$ cat config.mk
export PLATFORM = sky130hd
export DESIGN_NAME = rect_blitter
export DESIGN_NICKNAME = d
export VERILOG_FILES = /design/src/rtl/blit_pkg.sv /design/src/rtl/blit_regs.sv /design/src/rtl/blit_walker.sv /design/src/rtl/blit_addr.sv /design/src/rtl/rect_blitter.sv
export SDC_FILE = /design/constraint.sdc
export NUM_CORES = 2
export LEC_CHECK = 0
export ABC_AREA = 1
export BUFFER_PORTS_ARGS = -buffer_cell sky130_fd_sc_hd__buf_2
export CORE_MARGIN = 2
export CORE_UTILIZATION = 35
export DETAILED_ROUTE_END_ITERATION = 16
export GPL_ROUTABILITY_DRIVEN = 0
export PLACE_DENSITY = 0.62
export RECOVER_POWER = 50
export SYNTH_ARGS = -nofsm -noshare
export SYNTH_HDL_FRONTEND = slang
export SYNTH_SLANG_ARGS = --single-unit
$ cat constraint.sdc
create_clock -name clk -period 6.4 [get_ports clk]
set_input_delay 0.96 -clock clk [delete_from_list [all_inputs] [get_ports clk]]
set_output_delay 0.96 -clock clk [all_outputs]
set_load 0.03 [all_outputs]
$ cat src/rtl/blit_pkg.sv
package blit_pkg;
    localparam int COORD_W = 16;

    typedef struct packed {
        logic [COORD_W-1:0] y;
        logic [COORD_W-1:0] x;
    } point_t;

    typedef enum logic [2:0] {
        S_IDLE,
        S_RD_SRC,
        S_RD_DST,
        S_WR,
        S_FINISH
    } blit_state_e;

    localparam logic [2:0] RA_PITCH  = 3'd0;
    localparam logic [2:0] RA_COLOUR = 3'd1;
    localparam logic [2:0] RA_ROP    = 3'd2;
    localparam logic [2:0] RA_SRC_A  = 3'd3;
    localparam logic [2:0] RA_SRC_B  = 3'd4;
    localparam logic [2:0] RA_DST_A  = 3'd5;
    localparam logic [2:0] RA_DST_B  = 3'd6;
    localparam logic [2:0] RA_CMD    = 3'd7;

    localparam int CMD_BACK_BIT  = 0;
    localparam int CMD_COPY_BIT  = 1;
    localparam int STAT_BUSY_BIT = 31;
    localparam int PITCH_LSB     = 20;
endpackage

$ cat src/rtl/blit_regs.sv
module blit_regs
    import blit_pkg::*;
#(
    parameter int PITCH_W = 12,
    parameter int PIX_W   = 8
) (
    input  logic               clk,
    input  logic               rst_n,
    input  logic               wr_en,
    input  logic [2:0]         wr_addr,
    input  logic [31:0]        wr_data,
    input  logic               busy,
    input  logic [2:0]         rd_addr,
    output logic [31:0]        rd_data,
    output logic [PITCH_W-1:0] pitch_units,
    output logic [PIX_W-1:0]   colour,
    output logic               rop_nz,
    output point_t             src_a,
    output point_t             dst_a,
    output point_t             dst_b,
    output logic               cmd_fire,
    output logic               cmd_copy,
    output logic               cmd_back
);
    localparam int PITCH_MSB = PITCH_LSB + PITCH_W - 1;

    logic [PITCH_W-1:0] pitch_q;
    logic [31:0]        colour_q;
    logic [31:0]        rop_q;
    point_t             src_a_q, src_b_q, dst_a_q, dst_b_q;

    always_ff @(posedge clk) begin
        if (!rst_n) begin
            pitch_q  <= '0;
            colour_q <= '0;
            rop_q    <= '0;
            src_a_q  <= '0;
            src_b_q  <= '0;
            dst_a_q  <= '0;
            dst_b_q  <= '0;
        end else if (wr_en) begin
            case (wr_addr)
                RA_PITCH:  pitch_q  <= wr_data[PITCH_MSB:PITCH_LSB];
                RA_COLOUR: colour_q <= wr_data;
                RA_ROP:    rop_q    <= wr_data;
                RA_SRC_A:  src_a_q  <= wr_data;
                RA_SRC_B:  src_b_q  <= wr_data;
                RA_DST_A:  dst_a_q  <= wr_data;
                RA_DST_B:  dst_b_q  <= wr_data;
                default:   ;
            endcase
        end
    end

    always_comb begin
        case (rd_addr)
            RA_PITCH:  rd_data = 32'(pitch_q) << PITCH_LSB;
            RA_COLOUR: rd_data = colour_q;
            RA_ROP:    rd_data = rop_q;
            RA_SRC_A:  rd_data = src_a_q;
            RA_SRC_B:  rd_data = src_b_q;
            RA_DST_A:  rd_data = dst_a_q;
            RA_DST_B:  rd_data = dst_b_q;
            default:   rd_data = 32'(busy) << STAT_BUSY_BIT;
        endcase
    end

    assign pitch_units = pitch_q;
    assign colour      = colour_q[PIX_W-1:0];
    assign rop_nz      = |rop_q;
    assign src_a       = src_a_q;
    assign dst_a       = dst_a_q;
    assign dst_b       = dst_b_q;
    assign cmd_fire    = wr_en && (wr_addr == RA_CMD) && !busy;
    assign cmd_copy    = wr_data[CMD_COPY_BIT];
    assign cmd_back    = wr_data[CMD_BACK_BIT];
endmodule

$ cat src/rtl/blit_walker.sv
module blit_walker
    import blit_pkg::*;
(
    input  logic   clk,
    input  logic   rst_n,
    input  logic   load,
    input  logic   adv,
    input  logic   backward,
    input  point_t src_start,
    input  point_t dst_a,
    input  point_t dst_b,
    output point_t src_cur,
    output point_t dst_cur,
    output logic   last,
    output logic   empty
);
    logic               bwd_q;
    logic [COORD_W-1:0] span_x, span_y;
    logic [COORD_W-1:0] span_x_q, col_q, row_q, src_x0_q, dst_x0_q;
    point_t             src_q, dst_q;

    function automatic logic [COORD_W-1:0] step(input logic [COORD_W-1:0] v, input logic back);
        return back ? v - 1'b1 : v + 1'b1;
    endfunction

    always_comb begin
        if (backward) begin
            span_x = dst_a.x - dst_b.x;
            span_y = dst_a.y - dst_b.y;
            empty  = (dst_a.x < dst_b.x) || (dst_a.y < dst_b.y);
        end else begin
            span_x = dst_b.x - dst_a.x;
            span_y = dst_b.y - dst_a.y;
            empty  = (dst_b.x < dst_a.x) || (dst_b.y < dst_a.y);
        end
    end

    always_ff @(posedge clk) begin
        if (!rst_n) begin
            bwd_q    <= 1'b0;
            span_x_q <= '0;
            col_q    <= '0;
            row_q    <= '0;
            src_x0_q <= '0;
            dst_x0_q <= '0;
            src_q    <= '0;
            dst_q    <= '0;
        end else if (load) begin
            bwd_q    <= backward;
            span_x_q <= span_x;
            col_q    <= span_x;
            row_q    <= span_y;
            src_x0_q <= src_start.x;
            dst_x0_q <= dst_a.x;
            src_q    <= src_start;
            dst_q    <= dst_a;
        end else if (adv) begin
            if (col_q != '0) begin
                col_q   <= col_q - 1'b1;
                src_q.x <= step(src_q.x, bwd_q);
                dst_q.x <= step(dst_q.x, bwd_q);
            end else begin
                col_q   <= span_x_q;
                row_q   <= row_q - 1'b1;
                src_q.x <= src_x0_q;
                dst_q.x <= dst_x0_q;
                src_q.y <= step(src_q.y, bwd_q);
                dst_q.y <= step(dst_q.y, bwd_q);
            end
        end
    end

    assign src_cur = src_q;
    assign dst_cur = dst_q;
    assign last    = (col_q == '0) && (row_q == '0);
endmodule

$ cat src/rtl/blit_addr.sv
module blit_addr
    import blit_pkg::*;
#(
    parameter int ADDR_W  = 20,
    parameter int PITCH_W = 12
) (
    input  point_t             pt,
    input  logic [PITCH_W-1:0] pitch_units,
    output logic [ADDR_W-1:0]  addr
);
    localparam int PROD_W = COORD_W + PITCH_W + 3;

    logic [PROD_W-1:0] row_base;
    logic [PROD_W-1:0] full;

    assign row_base = PROD_W'(pt.y) * PROD_W'({pitch_units, 3'b000});
    assign full     = row_base + PROD_W'(pt.x);
    assign addr     = full[ADDR_W-1:0];
endmodule

$ cat src/rtl/rect_blitter.sv
module rect_blitter
    import blit_pkg::*;
#(
    parameter int ADDR_W  = 20,
    parameter int PITCH_W = 12,
    parameter int PIX_W   = 8
) (
    input  logic              clk,
    input  logic              rst_n,
    input  logic              reg_wr,
    input  logic [2:0]        reg_addr,
    input  logic [31:0]       reg_wdata,
    input  logic [2:0]        reg_rd_addr,
    output logic [31:0]       reg_rd_data,
    output logic              busy,
    output logic              mem_req,
    output logic              mem_we,
    output logic [ADDR_W-1:0] mem_addr,
    output logic [PIX_W-1:0]  mem_wdata,
    input  logic [PIX_W-1:0]  mem_rdata,
    input  logic              mem_ack
);
    blit_state_e        state_q, state_d;
    logic [PITCH_W-1:0] pitch_units, pitch_q;
    logic [PIX_W-1:0]   colour, colour_q, pix_q;
    logic               rop_nz, cmd_fire, cmd_copy, cmd_back;
    logic               copy_q, xor_q;
    point_t             src_a, dst_a, dst_b, src_cur, dst_cur;
    logic               walk_last, walk_empty, walk_adv;
    logic [ADDR_W-1:0]  src_addr, dst_addr;

    blit_regs #(.PITCH_W(PITCH_W), .PIX_W(PIX_W)) u_regs (
        .clk(clk), .rst_n(rst_n), .wr_en(reg_wr), .wr_addr(reg_addr),
        .wr_data(reg_wdata), .busy(busy), .rd_addr(reg_rd_addr),
        .rd_data(reg_rd_data), .pitch_units(pitch_units), .colour(colour),
        .rop_nz(rop_nz), .src_a(src_a), .dst_a(dst_a), .dst_b(dst_b),
        .cmd_fire(cmd_fire), .cmd_copy(cmd_copy), .cmd_back(cmd_back)
    );

    blit_walker u_walk (
        .clk(clk), .rst_n(rst_n), .load(cmd_fire), .adv(walk_adv),
        .backward(cmd_back), .src_start(src_a), .dst_a(dst_a), .dst_b(dst_b),
        .src_cur(src_cur), .dst_cur(dst_cur), .last(walk_last), .empty(walk_empty)
    );

    blit_addr #(.ADDR_W(ADDR_W), .PITCH_W(PITCH_W)) u_src_addr (
        .pt(src_cur), .pitch_units(pitch_q), .addr(src_addr)
    );

    blit_addr #(.ADDR_W(ADDR_W), .PITCH_W(PITCH_W)) u_dst_addr (
        .pt(dst_cur), .pitch_units(pitch_q), .addr(dst_addr)
    );

    function automatic blit_state_e first_state(input logic is_copy, input logic is_xor);
        if (is_copy)     return S_RD_SRC;
        else if (is_xor) return S_RD_DST;
        else             return S_WR;
    endfunction

    // state register
    always_ff @(posedge clk) begin
        if (!rst_n) state_q <= S_IDLE;
        else        state_q <= state_d;
    end

    // operation context latched at command time, read data on acknowledge
    always_ff @(posedge clk) begin
        if (!rst_n) begin
            copy_q   <= 1'b0;
            xor_q    <= 1'b0;
            colour_q <= '0;
            pitch_q  <= '0;
            pix_q    <= '0;
        end else begin
            if (cmd_fire) begin
                copy_q   <= cmd_copy;
                xor_q    <= !cmd_copy && rop_nz;
                colour_q <= colour;
                pitch_q  <= pitch_units;
            end
            if ((state_q == S_RD_SRC || state_q == S_RD_DST) && mem_ack)
                pix_q <= mem_rdata;
        end
    end

    // next state
    always_comb begin
        state_d = state_q;
        unique case (state_q)
            S_IDLE: begin
                if (cmd_fire)
                    state_d = walk_empty ? S_FINISH
                                         : first_state(cmd_copy, !cmd_copy && rop_nz);
            end
            S_RD_SRC, S_RD_DST: begin
                if (mem_ack) state_d = S_WR;
            end
            S_WR: begin
                if (mem_ack)
                    state_d = walk_last ? S_FINISH : first_state(copy_q, xor_q);
            end
            S_FINISH: state_d = S_IDLE;
            default:  state_d = S_IDLE;
        endcase
    end

    // outputs
    always_comb begin
        busy      = (state_q != S_IDLE);
        mem_req   = (state_q == S_RD_SRC) || (state_q == S_RD_DST) || (state_q == S_WR);
        mem_we    = (state_q == S_WR);
        mem_addr  = (state_q == S_RD_SRC) ? src_addr : dst_addr;
        walk_adv  = (state_q == S_WR) && mem_ack && !walk_last;
        if (copy_q)     mem_wdata = pix_q;
        else if (xor_q) mem_wdata = pix_q ^ colour_q;
        else            mem_wdata = colour_q;
    end
endmodule

# Word-level counts from Yosys, hierarchy flattened
# Cells that the tools add are included.
[totals]
register_bits = 382
latchBits = 0
ram_bits = 0
rom_bits = 0
output_inout_bits = 63
n_memories = 0
[op_classes]
addsub = 16
n_mul = 2
div = 0
magnitude_cmp = 4
n_eq_ne = 20
shift = 0
muxes = 35
n_bitwise = 1
reduce_logical = 33
[ops]
columns = ["op", "count"]
rows = [
  ["2-to-1 mux 16 bit", 16],
  ["case mux 32 bit (7 select lines)", 1],
  ["2-to-1 mux 32 bit", 4],
  ["subtractor 16 x 1 -> 16 bit, second input constant", 6],
  ["adder 16 x 1 -> 16 bit, second input constant", 4],
  ["< comparator 16 bit", 4],
  ["subtractor 16 bit", 4],
  ["adder 20 x 16 -> 20 bit", 2],
  ["multiplier 16 x 12 -> 17 bit", 2],
  ["zero test 16 bit", 2],
  ["OR reduction 32 bit", 1],
  ["equality test 3 bit, second input constant", 7],
  ["2-to-1 mux 20 bit", 1],
  ["equality test 3 x 2 -> 1 bit, second input constant", 6],
  ["2-to-1 mux 8 bit", 2],
  ["AND reduction 2 bit", 8],
  ["nonzero test 16 bit", 1],
  ["2-to-1 mux 3 bit", 5],
  ["equality test 3 x 1 -> 1 bit, second input constant", 3],
  ["zero test 3 bit", 3],
  ["case mux 3 bit (3 select lines)", 1],
  ["bitwise XOR 8 bit", 1],
  ["logical AND 1 bit", 7],
  ["!= test 2 bit, second input constant", 3],
  ["other kinds (9)", 17],
]

# Depth between registers and ports, before layout
[logic_depth]
depth_word = 7
depth_mapped = 34
mapped_depth_nobuf = 32

# Hierarchy
# From an unflattened synthesis, not the netlist that was laid out.
[unflattened]
cells_unflattened = 5176
area_unflattened_um2 = 33643.5
[modules_own_cells]
columns = ["module", "n_inst", "cells_per_inst", "area_each_um2", "seq_area_each_um2"]
rows = [
  ["blit_walker", 1, 2165, 13178.9, 2902.8],
  ["blit_regs", 1, 1310, 8934.8, 4083.9],
  ["blit_addr (u_dst_addr)", 1, 719, 4918.5, 0.0],
  ["blit_addr (u_src_addr)", 1, 717, 4918.5, 0.0],
  ["rect_blitter", 1, 265, 1692.9, 660.6],
]

# Worst setup path after synthesis
# OpenSTA, ideal clock, no wires.
[synth_path]
path_type = "reg-to-output"
startpoint = "reg pitch_q[3]"
endpoint = "out mem_addr[17]"
t_arrival_ns = 5.947
t_required_ns = 5.440
slack_ns = -0.507
stages_incl_launch_ff = 26
n_path_buf = 2
path_cell_list = "dfxtp_1 > clkbuf_1 > buf_1 > nand2_1 > fa_1 > fa_1 > fa_1 > inv_1 > fa_1 > inv_1 > fa_1 > inv_1 > ha_1 > a21o_1 > o21bai_1 > a21oi_1 > xnor2_1 > ha_1 > a21oi_1 > a21boi_0 > nand3_1 > nand2_1 > nand2_1 > nand3_1 > nand2_1 > o22ai_1"
[synth_via]
elab_chain_cells = 3
[synth_rtl]
columns = ["element", "line", "rtl"]
rows = [
  ["start: declaration", "rect_blitter.sv:24", "logic [PITCH_W-1:0] pitch_units, pitch_q;"],
  ["start signal: assignment", "rect_blitter.sv:79", "pitch_q <= pitch_units;"],
  ["multiplier 16 x 12 -> 17 bit", "blit_addr.sv:16", "assign row_base = PROD_W'(pt.y) * PROD_W'({pitch_units, 3'b000});"],
  ["adder 20 x 16 -> 20 bit", "blit_addr.sv:17", "assign full = row_base + PROD_W'(pt.x);"],
  ["2-to-1 mux 20 bit (*)", "rect_blitter.sv:112", "mem_addr = (state_q == S_RD_SRC) ? src_addr : dst_addr;"],
  ["end: declaration", "rect_blitter.sv:18", "output logic [ADDR_W-1:0] mem_addr,"],
]
# Mark *: on every way between the ends. The rest lies on a longest branch, timed or not.

# Worst setup path after layout
[layout_path]
startpoint = "reg pitch_q[5]"
endpoint = "out mem_addr[19]"
# Same word-level chain as after synthesis.

==> impl_metrics.py <==
metrics = {
    "route": {
        "wl_met3_mm": 7.42,
        "drt_iter0_drc": 2607,
        "topRoutingLayerUsed": "met4",
        "ant_nets": 0,
        "routed_wl_mm": 106,
        "wl_met1_mm": 49.5,
        "wl_per_cell_um": 16.9,
        "firstDrtPassIters": 6,
        "via_per_inst": 5.14,
        "vias": 32000,
        "met2WireLength_mm": 46.1,
        "drc": 0,
    },
    "clocking": {
        "cts-root-buf": "clkbuf_16",
        "clock_sinks": 382,
        "cts_tree": "built",
        "clock_path_buffers": 3,
        "insertion_delay_ps": 580,
        "cts_buffers": 44,
        "clkTransAtPathRegs_ps": 60,
        "htreeDepth": 2,
    },
    "synth": {
        "ys_types": 49,
        "synth-seq-cells": 382,
        "synth-main-ff-cell": "dfxtp_1",
        "yosysWarnings": 0,
        "synth_top_area_share_pct": 23.7,
        "async_flop_share_pct": 0,
        "syn_nets": 5277,
        "synth_top_area_cell": "dfxtp_1",
        "synth_edf_count": 0,
        "synth_area_per_cell_um2": 6.68,
        "ys_seq_area_share_pct": 23.7,
        "synth_area_mm2": 0.0322,
        "yosys-top-cells-area": "dfxtp_1 24%, nand2_1 13%, fa_1 12%",
        "synth_cells": 4823,
    },
    "worst_hold_path": {
        "min_path_type": "reg -> reg",
        "min_from": "u_regs.src_b_q[13]",
    },
    "pwr": {
        "p_sw_w": 0.00203,
        "irDropWorstVdd_mv": 0.239,
        "combPwrFrac_pct": 19.9,
        "seq_power_share_pct": 38.0,
        "power.leakage_nw": 18.5,
        "power.density_mw_per_mm2": 175,
        "power.share.clock_pct": 42.1,
        "internal-power_w": 0.00461,
        "sw_frac_of_total_pct": 30.6,
    },
    "layout": {
        "n_fill_cell": 9367,
        "layout_common_cells": "1092 x nand2_1, 745 x inv_1, 435 x nor2_1",
        "final_nets": 5463,
        "final_cells": 6230,
        "final_common_cell": "nand2_1",
        "syn_to_final_growth_pct": 18.0,
        "seqCellArea_mm2": 0.00769,
        "multiInputGateArea_mm2": 0.0217,
        "drive_gt1_share_pct": 12.9,
        "n_antenna_cell": 0,
        "final_core_util_pct": 41.5,
    },
    "floorplanning": {
        "start_util_pct": 35.2,
        "die_h_um": 307,
        "rows": 111,
        "dieArea_mm2": 0.0945,
        "core_area_mm2": 0.0915,
        "chipWidth_um": 307,
        "io_pins": 113,
    },
    "flow_run": {
        "maxCapViolations": 7,
    },
    "timing": {
        "worst_slew_pin_slew_ps": 3640,
        "period_share_pct": 110,
        "slew_headroom_pct": -143,
        "max_freq_mhz": 142,
        "skew_ps": 13.0,
        "rsz0062_at_grt": "yes",
        "setup_viol": 15,
        "min_period_ps": 7070,
        "final.setup.worst_slack_ps": -666,
        "maxSlewViolCount": 480,
        "whs_ps": 449,
        "hold_violations": 0,
    },
    "worst_setup_path": {
        "crit_start": "pitch_q[5]",
        "path_buf_inv": 5,
        "cp_top_family": "adder cells",
        "critical_path_class": "reg -> out",
        "endpoint_kind": "output pin",
        "arrival_ps": 6110,
        "cp_slowest_cell": "fa_1",
        "crit_fanout": 6,
        "worstSetupStartpointType": "flop",
        "reg2reg_from": "u_walk.col_q[0]",
        "cp.required_ps": 5440,
        "critPathMaxStageDelay_ps": 550,
        "cp_common_cell": "fa_1",
    },
    "placement": {
        "place_hpwl_mm": 80.3,
        "portBuffers": 112,
        "dp_cells": 6114,
    },
    "run_status": {
        "violations": "capacitance limit, slew limit, setup timing",
        "outcome": "finished, violations left",
    },
    "global_routing": {
        "grt_antenna_before_repair": 1,
        "grt_max_degree": 110,
        "grt_pass1_wl_mm": 166,
        "grt_pass1_vias": 30200,
        "grt_usage_pct": 21.8,
        "grt_overflow": 0,
    },
}
metrics by stage:
| stage | TNS (ps) | cell area (um^2) | total power (W) | setup slack [ps] |
|---|---|---|---|---|
| detailed placement | -1480 | 35200 | 0.00385 | -338 |
| CTS | -3810 | 37600 | 0.00664 | -621 |
| global placement | -1100 | 35200 | 0.00384 | -294 |
| global route | -23070 | 38000 | 0.00691 | -904 |
| finish | -5530 | 38000 | 0.00664 | -666 |
| floorplan | 0 | 32300 | 0.00345 | 0.373 |
sequential cells by signal, indices dropped and copies added, names as in the netlist, 3 cells and up:
name	count
u_regs.rop_q	32
u_walk.row_q	16
u_walk.dst_x0_q	16
u_regs.dst_a	32
colour_q	8
pix_q	8
pitch_q	12
u_regs.src_b_q	32
u_regs.dst_b	32
u_walk.span_x_q	16
u_walk.src_x0_q	16
state_q	3
u_walk.dst_cur	32
u_walk.src_cur	32
u_regs.colour_q	32
u_walk.col_q	16
u_regs.pitch_units	12
u_regs.src_a	32
kinds of logic (layout without fill, tap and decap cells):
family	Yosys count	count (layout)	synth area share [%]
AO/OA/AOI/OAI	1060	1060	18.1
XOR/XNOR	99	99	2.69
adder cells (fa/ha/maj)	404	404	20.1
buffers and inverters	982	1203	11.7
flip-flops	382	382	23.7
multiplexers	3	3	0.0932
AND/OR/NAND/NOR	1893	1893	23.6
power groups by stage:
stage / clock [W] / sequential, W / combinational (W)
2_1_floorplan: 0 / 0.00255 / 0.000902
3_3_place_gp: 0 / 0.00257 / 0.00127
3_5_place_dp: 0 / 0.00258 / 0.00128
4_1_cts: 0.00282 / 0.00252 / 0.00130
5_1_grt: 0.00291 / 0.00253 / 0.00147
6_report: 0.00279 / 0.00253 / 0.00132
worst register-to-register path: stages, from the launching register on:
cell     delay [ps]
dfxtp_1         330
inv_1            80
ha_1            260
nand2_2         120
nor2_2           60
nand4_1         190
or2_1           220
nand2_2         130
nand2_4         390
nand2_4         290
inv_2           620
o21ai_0         200
a21oi_1         410
final timing paths:
check / cells after the start / slack (ps) / endpoint
worst max-delay path: 28 / -670 / mem_addr[19]
worst min-delay path: 2 / 450 / u_regs.src_b_q[13]
worst max register to register: 12 / 2960 / u_walk.src_cur[21]
worst min register to register: 2 / 450 / u_regs.src_b_q[13]
Yosys cell counts, types with 12 or more instances:
master	instances
nand2_1	1134
inv_1	758
nor2_1	453
a21oi_1	430
o21ai_0	423
dfxtp_1	382
ha_1	216
nand3_1	202
fa_1	188
clkbuf_1	183
xor2_1	62
xnor2_1	37
nor3_1	32
a221oi_1	29
nand4_1	29
o22ai_1	28
o211ai_1	26
a21o_1	16
o21bai_1	16
buf_1	15
o2111ai_1	15
or2_2	14
a31oi_1	13
a21boi_0	12
final cells by class:
| cell class | count | share of cell area [%] |
|---|---|---|
| clock buffer | 69 | 3.62 |
| clock inverter | 12 | 0.589 |
| inverter | 764 | 7.55 |
| multi-input combinational | 3459 | 57.2 |
| sequential | 382 | 20.2 |
| tap | 1186 | 3.90 |
| timing repair buffer | 358 | 6.93 |
layer usage:
metal,track usage (%),vias up
li1,-,15800
met1,31.5,15000
met2,34.1,1082
met3,2.90,148
met4,5.39,0
met5,0,-
timing repair:
action	4_1_cts	5_1_grt
resized for setup	145	117
pin swaps	69	76
setup endpoints to repair	10	11
setup buffers	29	8
hold buffers	0	0
Note: power is estimated with default switching activity, not from simulation.
